File: config.mk
export PLATFORM = sky130hd
export DESIGN_NAME = pgwin_xlate
export DESIGN_NICKNAME = d
export VERILOG_FILES = /design/src/rtl/pgwin_pkg.sv /design/src/rtl/pgwin_map_reg.sv /design/src/rtl/pgwin_page_map.sv /design/src/rtl/pgwin_xlate.sv
export SDC_FILE = /design/constraint.sdc
export NUM_CORES = 1
export LEC_CHECK = 0
export BUFFER_PORTS_ARGS = -buffer_cell sky130_fd_sc_hd__buf_4
export CELL_PAD_IN_SITES_DETAIL_PLACEMENT = 2
export CELL_PAD_IN_SITES_GLOBAL_PLACEMENT = 2
export CORE_MARGIN = 2
export CORE_UTILIZATION = 23
export DETAILED_ROUTE_END_ITERATION = 16
export PLACE_DENSITY = 0.73
export SETUP_SLACK_MARGIN = 0.2
export SKIP_LAST_GASP = 1
export SLEW_MARGIN = 10
export SYNTH_ARGS = -nofsm -noshare
export SYNTH_HDL_FRONTEND = slang
export SYNTH_SLANG_ARGS = --single-unit
File: constraint.sdc
create_clock -name clk -period 1.4 [get_ports clk]
set_input_delay 0.28 -clock clk [delete_from_list [all_inputs] [get_ports clk]]
set_output_delay 0.28 -clock clk [all_outputs]
set_load 0.1 [all_outputs]
File: src/rtl/pgwin_pkg.sv
package pgwin_pkg;
    localparam int DATA_W   = 32;
    localparam int HADDR_W  = 32;
    localparam int PAGE_W   = 6;
    localparam int OFS_W    = 19;
    localparam int WIN_W    = 2;
    localparam int NWIN     = 1 << WIN_W;
    localparam int NMAP     = NWIN - 1;
    localparam int IADDR_W  = PAGE_W + OFS_W;
    localparam int EN_BIT   = 30;
    localparam logic [OFS_W-1:0] MAPREG_OFS = OFS_W'(32'h310C);

    typedef enum logic [1:0] {
        ST_IDLE  = 2'd0,
        ST_ISSUE = 2'd1,
        ST_WAIT  = 2'd2,
        ST_LOCAL = 2'd3
    } xl_state_e;

    typedef struct packed {
        xl_state_e            st;
        logic                 wr;
        logic [IADDR_W-1:0]   addr;
        logic [DATA_W-1:0]    wdata;
    } xl_regs_s;

    typedef struct packed {
        logic                     en;
        logic [NMAP*PAGE_W-1:0]   pages;
    } map_regs_s;
endpackage

File: src/rtl/pgwin_map_reg.sv
module pgwin_map_reg
    import pgwin_pkg::*;
#(
    parameter int P_NMAP   = NMAP,
    parameter int P_PAGE_W = PAGE_W,
    parameter int P_EN_BIT = EN_BIT,
    parameter int P_DATA_W = DATA_W
) (
    input  logic                       clk,
    input  logic                       rst_n,
    input  logic                       wr_en,
    input  logic [P_DATA_W-1:0]        wdata,
    output logic [P_DATA_W-1:0]        rdata,
    output logic                       map_en,
    output logic [P_NMAP*P_PAGE_W-1:0] map_pages
);
    localparam int FIELD_W = P_NMAP * P_PAGE_W;

    logic                 en_d, en_q;
    logic [FIELD_W-1:0]   pg_d, pg_q;

    always_comb begin
        en_d = en_q;
        pg_d = pg_q;
        if (wr_en) begin
            en_d = wdata[P_EN_BIT];
            pg_d = wdata[FIELD_W-1:0];
        end
    end

    always_ff @(posedge clk) begin
        if (!rst_n) begin
            en_q <= 1'b0;
            pg_q <= '0;
        end else begin
            en_q <= en_d;
            pg_q <= pg_d;
        end
    end

    always_comb begin
        rdata              = '0;
        rdata[FIELD_W-1:0] = pg_q;
        rdata[P_EN_BIT]    = en_q;
    end

    assign map_en    = en_q;
    assign map_pages = pg_q;

    // stored state changes only through a write strobe
    a_r6_change_needs_write: assert property (@(posedge clk) disable iff (!rst_n)
        (!wr_en) |=> ($stable(en_q) && $stable(pg_q)));
endmodule

File: src/rtl/pgwin_page_map.sv
module pgwin_page_map
    import pgwin_pkg::*;
#(
    parameter int P_WIN_W  = WIN_W,
    parameter int P_PAGE_W = PAGE_W
) (
    input  logic                                  map_en,
    input  logic [((1<<P_WIN_W)-1)*P_PAGE_W-1:0]  map_pages,
    input  logic [P_WIN_W-1:0]                    win,
    output logic [P_PAGE_W-1:0]                   page
);
    localparam int P_NWIN = 1 << P_WIN_W;

    logic [P_PAGE_W-1:0] tbl [P_NWIN];

    assign tbl[0] = '0;

    for (genvar g = 1; g < P_NWIN; g++) begin : g_win
        assign tbl[g] = map_en ? map_pages[(g-1)*P_PAGE_W +: P_PAGE_W] : '0;
    end

    assign page = tbl[win];
endmodule

File: src/rtl/pgwin_xlate.sv
module pgwin_xlate
    import pgwin_pkg::*;
(
    input  logic                 clk,
    input  logic                 rst_n,
    input  logic                 h_req_valid,
    output logic                 h_req_ready,
    input  logic                 h_req_write,
    input  logic [HADDR_W-1:0]   h_req_addr,
    input  logic [DATA_W-1:0]    h_req_wdata,
    output logic                 h_rsp_valid,
    output logic [DATA_W-1:0]    h_rsp_rdata,
    output logic                 i_req_valid,
    input  logic                 i_req_ready,
    output logic                 i_req_write,
    output logic [IADDR_W-1:0]   i_req_addr,
    output logic [DATA_W-1:0]    i_req_wdata,
    input  logic                 i_rsp_valid,
    input  logic [DATA_W-1:0]    i_rsp_rdata
);
    xl_regs_s               r_d, r_q;
    logic [WIN_W-1:0]       h_win;
    logic [OFS_W-1:0]       h_ofs;
    logic [PAGE_W-1:0]      cur_page;
    logic                   accept;
    logic                   local_hit;
    logic                   map_we;
    logic [DATA_W-1:0]      map_rdata;
    logic                   map_en;
    logic [NMAP*PAGE_W-1:0] map_pages;

    assign h_win = h_req_addr[OFS_W +: WIN_W];
    assign h_ofs = h_req_addr[OFS_W-1:0];

    pgwin_map_reg u_map_reg (
        .clk       (clk),
        .rst_n     (rst_n),
        .wr_en     (map_we),
        .wdata     (h_req_wdata),
        .rdata     (map_rdata),
        .map_en    (map_en),
        .map_pages (map_pages)
    );

    pgwin_page_map u_page_map (
        .map_en    (map_en),
        .map_pages (map_pages),
        .win       (h_win),
        .page      (cur_page)
    );

    always_comb begin
        r_d         = r_q;
        h_req_ready = (r_q.st == ST_IDLE);
        accept      = h_req_valid && h_req_ready;
        local_hit   = (h_win == '0) && (h_ofs == MAPREG_OFS);
        map_we      = accept && local_hit && h_req_write;
        case (r_q.st)
            ST_IDLE: begin
                if (accept) begin
                    if (local_hit) begin
                        r_d.st = ST_LOCAL;
                    end else begin
                        r_d.st    = ST_ISSUE;
                        r_d.wr    = h_req_write;
                        r_d.addr  = {cur_page, h_ofs};
                        r_d.wdata = h_req_wdata;
                    end
                end
            end
            ST_ISSUE: if (i_req_ready) r_d.st = ST_WAIT;
            ST_WAIT:  if (i_rsp_valid) r_d.st = ST_IDLE;
            default:  r_d.st = ST_IDLE;
        endcase
    end

    always_ff @(posedge clk) begin
        if (!rst_n) begin
            r_q <= '{st: ST_IDLE, wr: 1'b0, addr: '0, wdata: '0};
        end else begin
            r_q <= r_d;
        end
    end

    assign i_req_valid = (r_q.st == ST_ISSUE);
    assign i_req_write = r_q.wr;
    assign i_req_addr  = r_q.addr;
    assign i_req_wdata = r_q.wdata;
    assign h_rsp_valid = ((r_q.st == ST_WAIT) && i_rsp_valid) || (r_q.st == ST_LOCAL);
    assign h_rsp_rdata = (r_q.st == ST_LOCAL) ? map_rdata : i_rsp_rdata;

    // forwarded request goes out on the next cycle
    a_r7_issue_next: assert property (@(posedge clk) disable iff (!rst_n)
        (h_req_valid && h_req_ready && !local_hit) |=> i_req_valid);

    // a stalled request keeps its address and payload
    a_r7_hold_stable: assert property (@(posedge clk) disable iff (!rst_n)
        (i_req_valid && !i_req_ready) |=>
        (i_req_valid && $stable(i_req_addr) && $stable(i_req_wdata) && $stable(i_req_write)));

    // the mapping register access stays local and answers next cycle
    a_r6_local_only: assert property (@(posedge clk) disable iff (!rst_n)
        (h_req_valid && h_req_ready && local_hit) |=> (!i_req_valid && h_rsp_valid));

    // no new acceptance while a transaction is open
    a_r9_single: assert property (@(posedge clk) disable iff (!rst_n)
        (i_req_valid || h_rsp_valid) |-> !h_req_ready);

    // window 0 resolves to page 0
    a_r2_win0_page0: assert property (@(posedge clk) disable iff (!rst_n)
        (h_win == '0) |-> (cur_page == '0));

    // disabled mapping resolves every window to page 0
    a_r4_off_page0: assert property (@(posedge clk) disable iff (!rst_n)
        (!map_en) |-> (cur_page == '0));

    // a forwarded response passes through in the same beat
    a_r8_same_beat: assert property (@(posedge clk) disable iff (!rst_n)
        (i_rsp_valid && !h_req_ready && !i_req_valid) |-> (h_rsp_valid && h_rsp_rdata == i_rsp_rdata));
endmodule

## After elaboration in Yosys (flattened, before gate mapping)

Cells that the tools add are included.

- Muxes and demuxes: 13
- Reduce and logical (&&, ||, !) cells: 10
- Equal/unequal tests: 7
- $lt $le $gt $ge: 1
- Bitwise logic cells: 2

Operator list:

| operator | number |
|---|---|
| 60-bit two-way mux | 1 |
| 58-bit two-way mux | 1 |
| 32-bit two-way mux | 1 |
| 6-bit two-way mux | 5 |
| 19-bit by 14-bit == test with 1-bit output, second input constant | 1 |
| 6-bit binary-select mux with 2-bit select | 1 |
| 2-bit two-way mux | 3 |
| 2-bit one-hot mux with 3 select lines | 1 |
| 3-bit AND reduction | 2 |
| 1-bit logical AND | 5 |
| 2-bit == test, second input constant | 2 |
| 2-bit logical NOT | 2 |
| 2-bit by 1-bit inequality test with 1-bit output, second input constant | 2 |
| 3-bit >= comparator, second input constant | 1 |
| 2-bit NOT with 3-bit output | 1 |
| 2-bit by 1-bit == test with 1-bit output, second input constant | 1 |
| 2-bit inequality test, second input constant | 1 |
| 1-bit logical OR | 1 |
| 1-bit NOT | 1 |

- Output and inout port bits: 93
- Bits in registers: 79
- Input port bits: 102
- Word-level logic and storage cells: 39

## Depth between registers and ports, before layout

Gate-level depths: netlist (run 1).

- Depth after elaboration: 7
- Gate-level depth with buffers: 7
- Mapped depth without buffers: 4

## Cells and area by module

Synthesis (run 1) repeated with hierarchy kept, for this count alone.

- Cells, all modules: 621
- Area total of the unflattened synthesis: 5302.6 um^2

By module, submodules not included:

| module | sequential area each (um^2) | times used | cells an instance | area an instance (um^2) |
|---|---|---|---|---|
| pgwin_xlate | 1201.2 | 1 | 507 | 4180.3 |
| pgwin_map_reg | 380.4 | 1 | 93 | 968.4 |
| pgwin_page_map | 0.0 | 1 | 21 | 153.9 |

## Worst setup path before layout (run 1)

No wires, ideal clock.

- Path type: register to register
- From: register r_q[59] in the netlist's numbering
- To: register r_q, in the netlist i_req_wdata[10]
- Required time: 1.328 ns
- Setup slack: -1.324 ns
- Path buffers: 2
- Clock period less this slack: 2.724 ns
- Library setup time: 0.072 ns
- Data arrival time: 2.652 ns
- Cell stages (with the launch flop): 7
- Cells stage by stage: dfxtp_1 -> nor2_1 -> nand2_1 -> a21oi_2 -> buf_6 -> buf_6 -> mux2i_1

- Word-level cells in the longest chain between the ends: 3

RTL lines:

| element | RTL line | text |
|---|---|---|
| from (decl) | pgwin_xlate.sv:21 | `xl_regs_s r_d, r_q;` |
| from (signal assigned) | pgwin_xlate.sv:79 | `r_q <= '{st: ST_IDLE, wr: 1'b0, addr: '0, wdata: '0};` |
| from (signal assigned) | pgwin_xlate.sv:81 | `r_q <= r_d;` |
| 2-bit logical NOT (*) | pgwin_xlate.sv:54 | `h_req_ready = (r_q.st == ST_IDLE);` |
| named net h_req_ready | pgwin_xlate.sv:7 | `output logic h_req_ready,` |
| 1-bit logical AND | pgwin_xlate.sv:55 | `accept = h_req_valid && h_req_ready;` |
| 3-bit AND reduction (no source line) (*) | -- |  |

The timed path passes the listed nets; every way through them passes the cells marked *.
A chain may end at the register's enable or synchronous reset.

## Final worst setup path (run 1)

- From: register r_q[58] in the netlist's numbering
- To: output h_rsp_rdata[16]

- Word-level cells in the longest chain between the ends: 2

RTL lines:

| element | RTL line | text |
|---|---|---|
| 2-bit == test | pgwin_xlate.sv:90 | `assign h_rsp_rdata = (r_q.st == ST_LOCAL) ? map_rdata : i_rsp_rdata;` |
| 32-bit two-way mux | pgwin_xlate.sv:90 |  |
| to (decl) | pgwin_xlate.sv:12 | `output logic [DATA_W-1:0] h_rsp_rdata,` |

Every way passes these cells.

==> results of run 1 <==
cells in the final DEF, fill, tap and decap left out, types with 2 or more instances in the layout:
cell type,n
and2_1,2
nand4_1,20
buf_6,19
o21ai_2,8
clkbuf_1,2
dfxtp_1,19
mux2i_1,55
dfxtp_2,58
nor2_1,2
o21ai_1,9
nor4b_4,2
o21ai_4,2
buf_12,102
a21oi_1,15
and2_4,13
mux2_4,19
a22o_1,6
mux2i_2,2
nand2_1,117
buf_4,109
mux2_2,6
clkbuf_16,10
a21oi_2,6
buf_16,9
dfxtp_4,2
path summary, 6_finish.rpt:
path / endpoint / slack (ps)
worst max-delay path: h_rsp_rdata[16] / -370
worst min-delay path: i_req_wdata[31]$_SDFFE_PN0P_ / 180
worst max register to register: u_map_reg.map_pages[1]$_SDFFE_PN0P_ / -320
worst min register to register: i_req_addr[1]$_SDFFE_PN0P_ / 480
repair_timing:
action | CTS | global route
pin swaps | 5 | 7
buffers inserted | 18 | 5
endpoints found under the setup margin | 171 | 116
hold buffers | 0 | 0
gates cloned | 9 | 2
resized for setup | 364 | 38
routing by layer:
| layer | track usage (%) | vias up | share of wire (%) |
|---|---|---|---|
| li1 | - | 1864 | - |
| met1 | 19.8 | 1961 | 36 |
| met2 | 36.2 | 148 | 55 |
| met3 | 4.68 | 24 | 6.7 |
| met4 | 5.61 | 0 | 2.2 |
| met5 | 0 | - | 0 |
cell type report:
type                    count  area [sq um]  share of cell area [%]
repair buffers            241          3360                    42.9
multi-input cells         301          2250                    28.6
flip-flops and latches     79          1660                    21.2
well taps                 225           282                    3.59
clock buffers              12           246                    3.14
clock inverters             3          43.8                   0.558
inverters                   1          3.75                  0.0478
power groups by stage:
stage | Sequential (W) | Clock [W] | Combinational (W)
floorplan | 0.00249 | 0 | 0.00194
global placement | 0.00248 | 0 | 0.00239
detailed placement | 0.00249 | 0 | 0.00243
CTS | 0.00253 | 0.00246 | 0.00319
global route | 0.00255 | 0.00259 | 0.00336
finish | 0.00253 | 0.00240 | 0.00326
worst min-delay path: stages:
cell	delay, ps
buf_4	110
nand2_1	40
mux2i_1	60
sequential cells by signal, summed over array words and instances (netlist names):
| signal | cells |
|---|---|
| i_req_wdata | 32 |
| i_req_addr | 25 |
| u_map_reg.map_pages | 18 |
| r_q | 2 |
| i_req_write | 1 |
| u_map_reg.map_en | 1 |
stage by stage:
stage	hold WS, ps	instances	total power, W	setup TNS [ps]
2_1_floorplan	415	474	0.00442	-19160
4_1_cts	173	855	0.00818	-28600
3_3_place_gp	443	813	0.00488	-34310
5_1_grt	193	862	0.00850	-37370
6_report	184	862	0.00819	-29580
3_5_place_dp	453	813	0.00492	-35400
cells by family after synthesis:
kind of cell | share of synthesized area, %
muxes | 20.9
AOI/OAI and AO/OA | 6.71
buffers and inverters | 14.8
and+or+nand+nor | 19.2
DFF | 38.4
==> impl_results.md, run 1 <==
- CP most frequent cell: buf_12
- CTS H-tree depth: 3
- Count of different cell masters after synthesis: 26
- Worst Hold Path Cells: 3
- Syn avg cell area: 8.70 sq um
- R2r worst-path depth: 7
- Minimum clock period: 1770 ps
- Tcrit/Tclk final: 126%
- Slowest-stage cell, CP: dfxtp_4
- Commonest cells in the synthesized netlist: nand2_1, dfxtp_1, buf_4
- Unrepaired setup endpoints after global routing: true
- WL/cell: 21.5 um
- Io pins: 195
- Initial DRT Pass Iterations: 4
- Synth top area cells: dfxtp_1, mux2i_1, nand2_1
- Leak: 3.38 nW
- First-pass GRT wire length: 26300 um
- CP cell instances: nand2_8 > buf_12 > mux2_4 > buf_12
- GPL Wtd Cong: 0.691
- Num rows: 48
- Largest net degree at the start of global routing: 64
- Violated checks: negative setup slack
- Synth async-reset ratio: 0%
- Synth Flop Type: dfxtp_1
- Max clock buf depth: 2
- CP required: 1120 ps
- Final instance area: 7850 sq um
- Max Cap Viol: 0
- Power Dens Cells: 1040 nW/um^2
- Internal Power: 0.00516 W
- Starting Density: 23.7%
- Vias in the first global route: 4521
- Number of enable flip-flop cells after synthesis: 0
- Vias per cell: 4.64
- DRT antenna net count: 0
- Die Area: 19000 sq um
- Most common cell in the synthesized netlist: nand2_1
- Post-place setup slack: -506 ps
- Filler cell count: 1739
- Post-synthesis cell count: 474
- Overflow after GRT: 0
- Final Hold Fails: 0
- Clock transition at the registers of the reported paths: 60 ps
- Worst min-delay path class: in -> reg
- ANT cells: 0
- CP max stage delay: 360 ps
- CP top delay family: flip-flops
- WP data arrival: 1490 ps
- Slew Viols, Final: 0
- Worst setup EP type: output port
- Area of the core: 17400 sq um
- HPWL Detailed: 10900 um
- Maximum vdd drop: 0.680 mV
- Residual DRC: 0
- Worst-Skew Late Latency: 340 ps
- Cell taking the most area after synthesis: dfxtp_1
- 1st-iter DRT viols: 168
- Final core utilization: 45.0%
- Placed Area: 5570 sq um
- Clock power frac: 29.3%
- Synth-to-Final Area Change: 90.3%
- Final WS setup: -371 ps
- Total CTS buffers: 9
- Final wirelength: 18500 um
- Die Wd: 138 um
- Syn_nets: 576
- Crit Path Max Fanout: 8
- CP Launch Point: r_q[58]$_SDFFE_PN0P_
- Status: finished, violations left
- Yosys top cell area share: 38.4%
- Fraction of layout cells with a size suffix above 1: 60.4%
- Switching pwr: 0.00303 W
- CTS tree: done
- Final nets: 735
- Crit path depth: 4
- Worst slew pin tran: 552 ps
- Total track usage: 18.7%
- Clock Skews: 6.90 ps
- Setup CP Type: reg -> out
- CTS root buf: clkbuf_16
- Sw Ratio: 37.0%
- Chip Height: 138 um
- Highest clock rate: 565 MHz
- R2r startpoint: r_q[58]$_SDFFE_PN0P_
- Endpoints failing setup: 113
- Synthesized cell area: 4120 sq um
- Antenna violations before repair: 0
- Comb power frac: 39.8%
- Max-slew headroom: 63.1%
- Post-synthesis sequential area ratio: 38.4%
- Part of the power in registers: 30.9%
- Sink Count: 79
- Yosys warnings: 0
- Worst hold start: h_req_wdata[31]
- #FFs+latches synth: 79
- Crit start category: register
- Detailed-route via count: 3997
- Input/output buffers: 183
- Buf+Inv Stages, Crit Path: 2
(Power assumes the default switching activity.)
==> run 2, diff against run 1 <==
Settings changed: SKIP_LAST_GASP 1 to unset.
==> impl_results.md, run 2 (synthesized netlist as in run 1, its figures left out) <==
- Status: finished, violations left
- Violated checks: negative setup slack
- CP most frequent cell: buf_12
- Final nets: 735
- 1st-iter DRT viols: 126
- WP data arrival: 1500 ps
- CTS tree: done
- Clock power frac: 29.3%
- Crit start category: register
- Switching pwr: 0.00303 W
- ANT cells: 0
- Clock transition at the registers of the reported paths: 60 ps
- HPWL Detailed: 10900 um
- Io pins: 195
- Unrepaired setup endpoints after global routing: true
- CTS H-tree depth: 3
- Overflow after GRT: 0
- Minimum clock period: 1780 ps
- Final WS setup: -380 ps
- Initial DRT Pass Iterations: 6
- DRT antenna net count: 0
- Antenna violations before repair: 0
- Residual DRC: 0
- Total CTS buffers: 9
- Vias per cell: 4.60
- R2r startpoint: r_q[58]$_SDFFE_PN0P_
- Largest register FFs: 32
- CP max stage delay: 360 ps
- Highest clock rate: 562 MHz
- Worst min-delay path class: in -> reg
- WL/cell: 21.3 um
- Chip Height: 138 um
- Leak: 3.38 nW
- Hold buffers post-CTS: 0
- CTS root buf: clkbuf_16
- Sink Count: 79
- Max-slew headroom: 63.9%
- Crit Path Max Fanout: 8
- Worst slew pin tran: 540 ps
- Clock Skews: 6.52 ps
- Largest net degree at the start of global routing: 64
- Slew Viols, Final: 0
- CP Launch Point: r_q[58]$_SDFFE_PN0P_
- Worst setup EP type: output port
- Tcrit/Tclk final: 127%
- Filler cell count: 1744
- Sw Ratio: 37.0%
- TNS Setup: -29800 ps
- Part of the power in registers: 30.9%
- CP cell instances: nand2_8 > buf_12 > mux2_4 > buf_12
- Most common cell after layout, fill and taps aside: nand2_1
- Max Cap Viol: 0
- Internal Power: 0.00515 W
- Starting Density: 23.7%
- Setup CP Type: reg -> out
- First-pass GRT wire length: 26200 um
- Slowest-stage cell, CP: dfxtp_4
- Worst-Skew Late Latency: 340 ps
- Num rows: 48
- Vias in the first global route: 4491
- Total track usage: 18.5%
- Detailed-route via count: 3967
- Pwr Total: 0.00818 W
- Die Wd: 138 um
- Post-place setup slack: -506 ps
- Final wirelength: 18300 um
- Max clock buf depth: 2
- Final core utilization: 45.1%
- Final Hold Fails: 0
- Comb power frac: 39.7%
- Die Area: 19000 sq um
- Most frequent cells in the layout: nand2_1, buf_4, buf_12, dfxtp_2, mux2i_1
- Buf+Inv Stages, Crit Path: 2
- Input/output buffers: 183
- Power Dens Cells: 1040 nW/um^2
- GPL Wtd Cong: 0.691
- Maximum vdd drop: 0.690 mV
- CP required: 1120 ps
- Worst hold start: h_req_wdata[31]
- Fraction of layout cells with a size suffix above 1: 61.7%
- CP top delay family: flip-flops
- Endpoints failing setup: 113
- Synth-to-Final Area Change: 90.6%
- Area of the core: 17400 sq um
==> run 2: cell types whose count changed in the layout (fill, tap and decap cells not counted), sizes merged <==
cell    before  now
buf        240  239
clkbuf      13   14
==> run 2: layer usage <==
metal | track usage (%) | wire length, um
met5 | 0 | 0
met4 | 5.56 | 299
met3 | 4.93 | 1290
met2 | 35.6 | 9990
met1 | 19.6 | 6770
==> run 2: layout make-up <==
cell class	instances	area (sq um)	share of cell area [%]
Clock buffer	12	246	3.14
Clock inverter	3	43.8	0.558
Inverter	1	3.75	0.0478
Multi-Input combinational cell	301	2270	28.9
Sequential cell	79	1660	21.2
Tap cell	225	282	3.58
Timing Repair Buffer	241	3350	42.6
==> run 2: worst paths after layout <==
check	depth (start not counted)	slack, ps	endpoint
worst max-delay path	4	-380	h_rsp_rdata[10]
worst min-delay path	3	190	i_req_wdata[31]$_SDFFE_PN0P_
worst max register to register	8	-320	u_map_reg.map_pages[10]$_SDFFE_PN0P_
worst min register to register	2	480	i_req_addr[1]$_SDFFE_PN0P_
==> run 2: power groups by stage <==
stage	combinational (W)	sequential (W)	clock (W)
after floorplan	0.00194	0.00249	0
after global placement	0.00239	0.00248	0
after detailed placement	0.00243	0.00249	0
after CTS	0.00320	0.00253	0.00246
after global routing	0.00336	0.00255	0.00258
final	0.00325	0.00253	0.00240
==> run 2: metrics by stage <==
stage,hold WS [ps],std cells,instance area [sq um]
2_1_floorplan,415,474,4300
3_3_place_gp,443,813,5570
3_5_place_dp,453,813,5570
4_1_cts,173,855,7650
5_1_grt,193,862,7850
6_report,185,862,7850
==> run 2: worst reg2reg max path, delay by kind of cell, from the launching register on <==
kind	cells	cell delay, ps
buf+inv	4	670
simple gates	2	370
flops	1	360
compound gates	2	210
==> run 2: what timing repair did <==
item / CTS / global route
buffers inserted: 18 / 4
gates cloned: 9 / 3
pin swaps: 5 / 4
endpoints found under the setup margin: 171 / 116
gates resized for setup: 376 / 31
==> run 3, diff against run 2 <==
Settings changed: CAP_MARGIN set to 20, CELL_PAD_IN_SITES_DETAIL_PLACEMENT 2 to unset, CELL_PAD_IN_SITES_GLOBAL_PLACEMENT 2 to unset, CORE_UTILIZATION 23 to 42.
==> impl_results.md, run 3 (synthesized netlist as in run 1, its figures left out) <==
- First-pass GRT wire length: 20900 um
- HPWL Detailed: 7890 um
- Crit start category: register
- Vias in the first global route: 4100
- Most frequent cells in the layout: nand2_1, buf_4, buf_12, mux2i_1, dfxtp_2
- Area of the core: 9640 sq um
- Largest net degree at the start of global routing: 74
- Input/output buffers: 183
- Endpoints failing setup: 112
- Detailed-route via count: 3998
- Multi-input gate area: 2280 sq um
- Tcrit/Tclk final: 128%
- Worst min-delay path class: in -> reg
- Final WS setup: -395 ps
- Unrepaired setup endpoints after global routing: true
- Initial DRT Pass Iterations: 4
- WP data arrival: 1510 ps
- Maximum vdd drop: 0.785 mV
- Largest register FFs: 32
- R2R Setup Slk: -360 ps
- Worst setup EP type: output port
- Max Cap Viol: 0
- CTS H-tree depth: 3
- Leak: 3.32 nW
- Minimum clock period: 1790 ps
- DRT antenna net count: 0
- Max-slew headroom: 46.4%
- Overflow after GRT: 0
- Starting Density: 42.8%
- Final std cells w/o fill: 769
- Max clock buf depth: 2
- Fraction of layout cells with a size suffix above 1: 61.5%
- GPL Wtd Cong: 0.757
- Most common cell after layout, fill and taps aside: nand2_1
- Worst slew pin tran: 803 ps
- Slew Viols, Final: 0
- Final Hold Fails: 0
- Filler cell count: 561
- Io pins: 195
- CP required: 1120 ps
- Clock transition at the registers of the reported paths: 90 ps
- Num rows: 36
- Residual DRC: 0
- Crit Path Max Fanout: 9
- Dpl cells: 720
- Setup CP Type: reg -> out
- Sink Count: 79
- Power Dens Cells: 976 nW/um^2
- Worst-Skew Late Latency: 360 ps
- Die Wd: 103 um
- Clock Skews: 7.50 ps
- Chip Height: 103 um
- Worst Hold Slack: 171 ps
- CTS root buf: clkbuf_8
- Synth-to-Final Area Change: 86.0%
- Final wirelength: 14700 um
- WL/cell: 19.1 um
- Violated checks: negative setup slack
- TNS Setup: -32320 ps
- Total track usage: 25.9%
- Highest clock rate: 557 MHz
- CTS tree: done
- Vias per cell: 5.20
- Status: finished, violations left
- Pwr Total: 0.00748 W
- ANT cells: 0
- Antenna violations before repair: 0
- Final nets: 733
- Sequential Area: 1670 sq um
- 1st-iter DRT viols: 147
- Total CTS buffers: 9
- Die Area: 10600 sq um
-- run 3: changes by cell type in the layout (fill, tap and decap cells not counted), moves of 4 or more --
cell,before,now
clkbuf_8,1,10
clkbuf_16,10,2
buf_6,19,14
dfxtp_2,58,54
dfxtp_4,2,6
-- run 3: per-layer routing --
layer | share of wire [%] | up-vias | GRT usage, % | routed length, um
met3 | 8.2 | 30 | 7.39 | 1210
met5 | 0 | - | 0 | 0
met2 | 54 | 183 | 47.4 | 8000
li1 | - | 1860 | - | -
met1 | 35 | 1925 | 27.5 | 5140
met4 | 2.4 | 0 | 11.6 | 346
-- run 3: where the power goes --
part	switching [W]	internal [W]	leakage [nW]	total (W)
combinational	0.00187	0.00134	2.56	0.00321
clock	0.000877	0.000870	0.0916	0.00175
sequential	0.000135	0.00239	0.671	0.00252
total	0.00289	0.00460	3.32	0.00748
-- run 3: worst max-delay path, stage by stage (launching register included) --
cell and delay, ps:
dfxtp_4 370, nand2_8 120, buf_16 150, mux2_4 330, buf_12 170
-- run 3: timing repair --
| action | 4_1_cts | 5_1_grt |
|---|---|---|
| gates cloned | 8 | 2 |
| resized for setup | 368 | 44 |
| endpoints found under the setup margin | 171 | 159 |
| buffers inserted | 15 | 8 |
| hold buffers | 0 | 0 |
| pin swaps | 6 | 14 |
-- run 3: worst paths after layout --
path                                     start                           end  cells past startpoint
setup / recovery          r_q[58]$_SDFFE_PN0P_                h_rsp_rdata[8]                      4
hold / removal                 h_req_wdata[28]  i_req_wdata[28]$_SDFFE_PN0P_                      3
setup reg to reg          r_q[58]$_SDFFE_PN0P_      i_req_write$_SDFFE_PN0P_                      9
hold reg to reg   i_req_wdata[29]$_SDFFE_PN0P_  i_req_wdata[29]$_SDFFE_PN0P_                      2
-- run 3: layout make-up --
cell class              instances  area share [%]
clock buffers                  11            1.84
clock inverters                 5           0.751
inverters                       1          0.0490
multi-input cells             301            29.7
flip-flops and latches         79            21.8
well taps                     133            2.17
repair buffers                239            43.7
-- run 3: stage by stage --
stage	utilization, %	setup slack [ps]	instance area (sq um)
6_report	79.5	-395	7670
4_1_cts	76.4	-366	7360
3_3_place_gp	56.6	-379	5450
5_1_grt	79.5	-429	7670
3_5_place_dp	56.6	-416	5450
2_1_floorplan	-	-331	4300
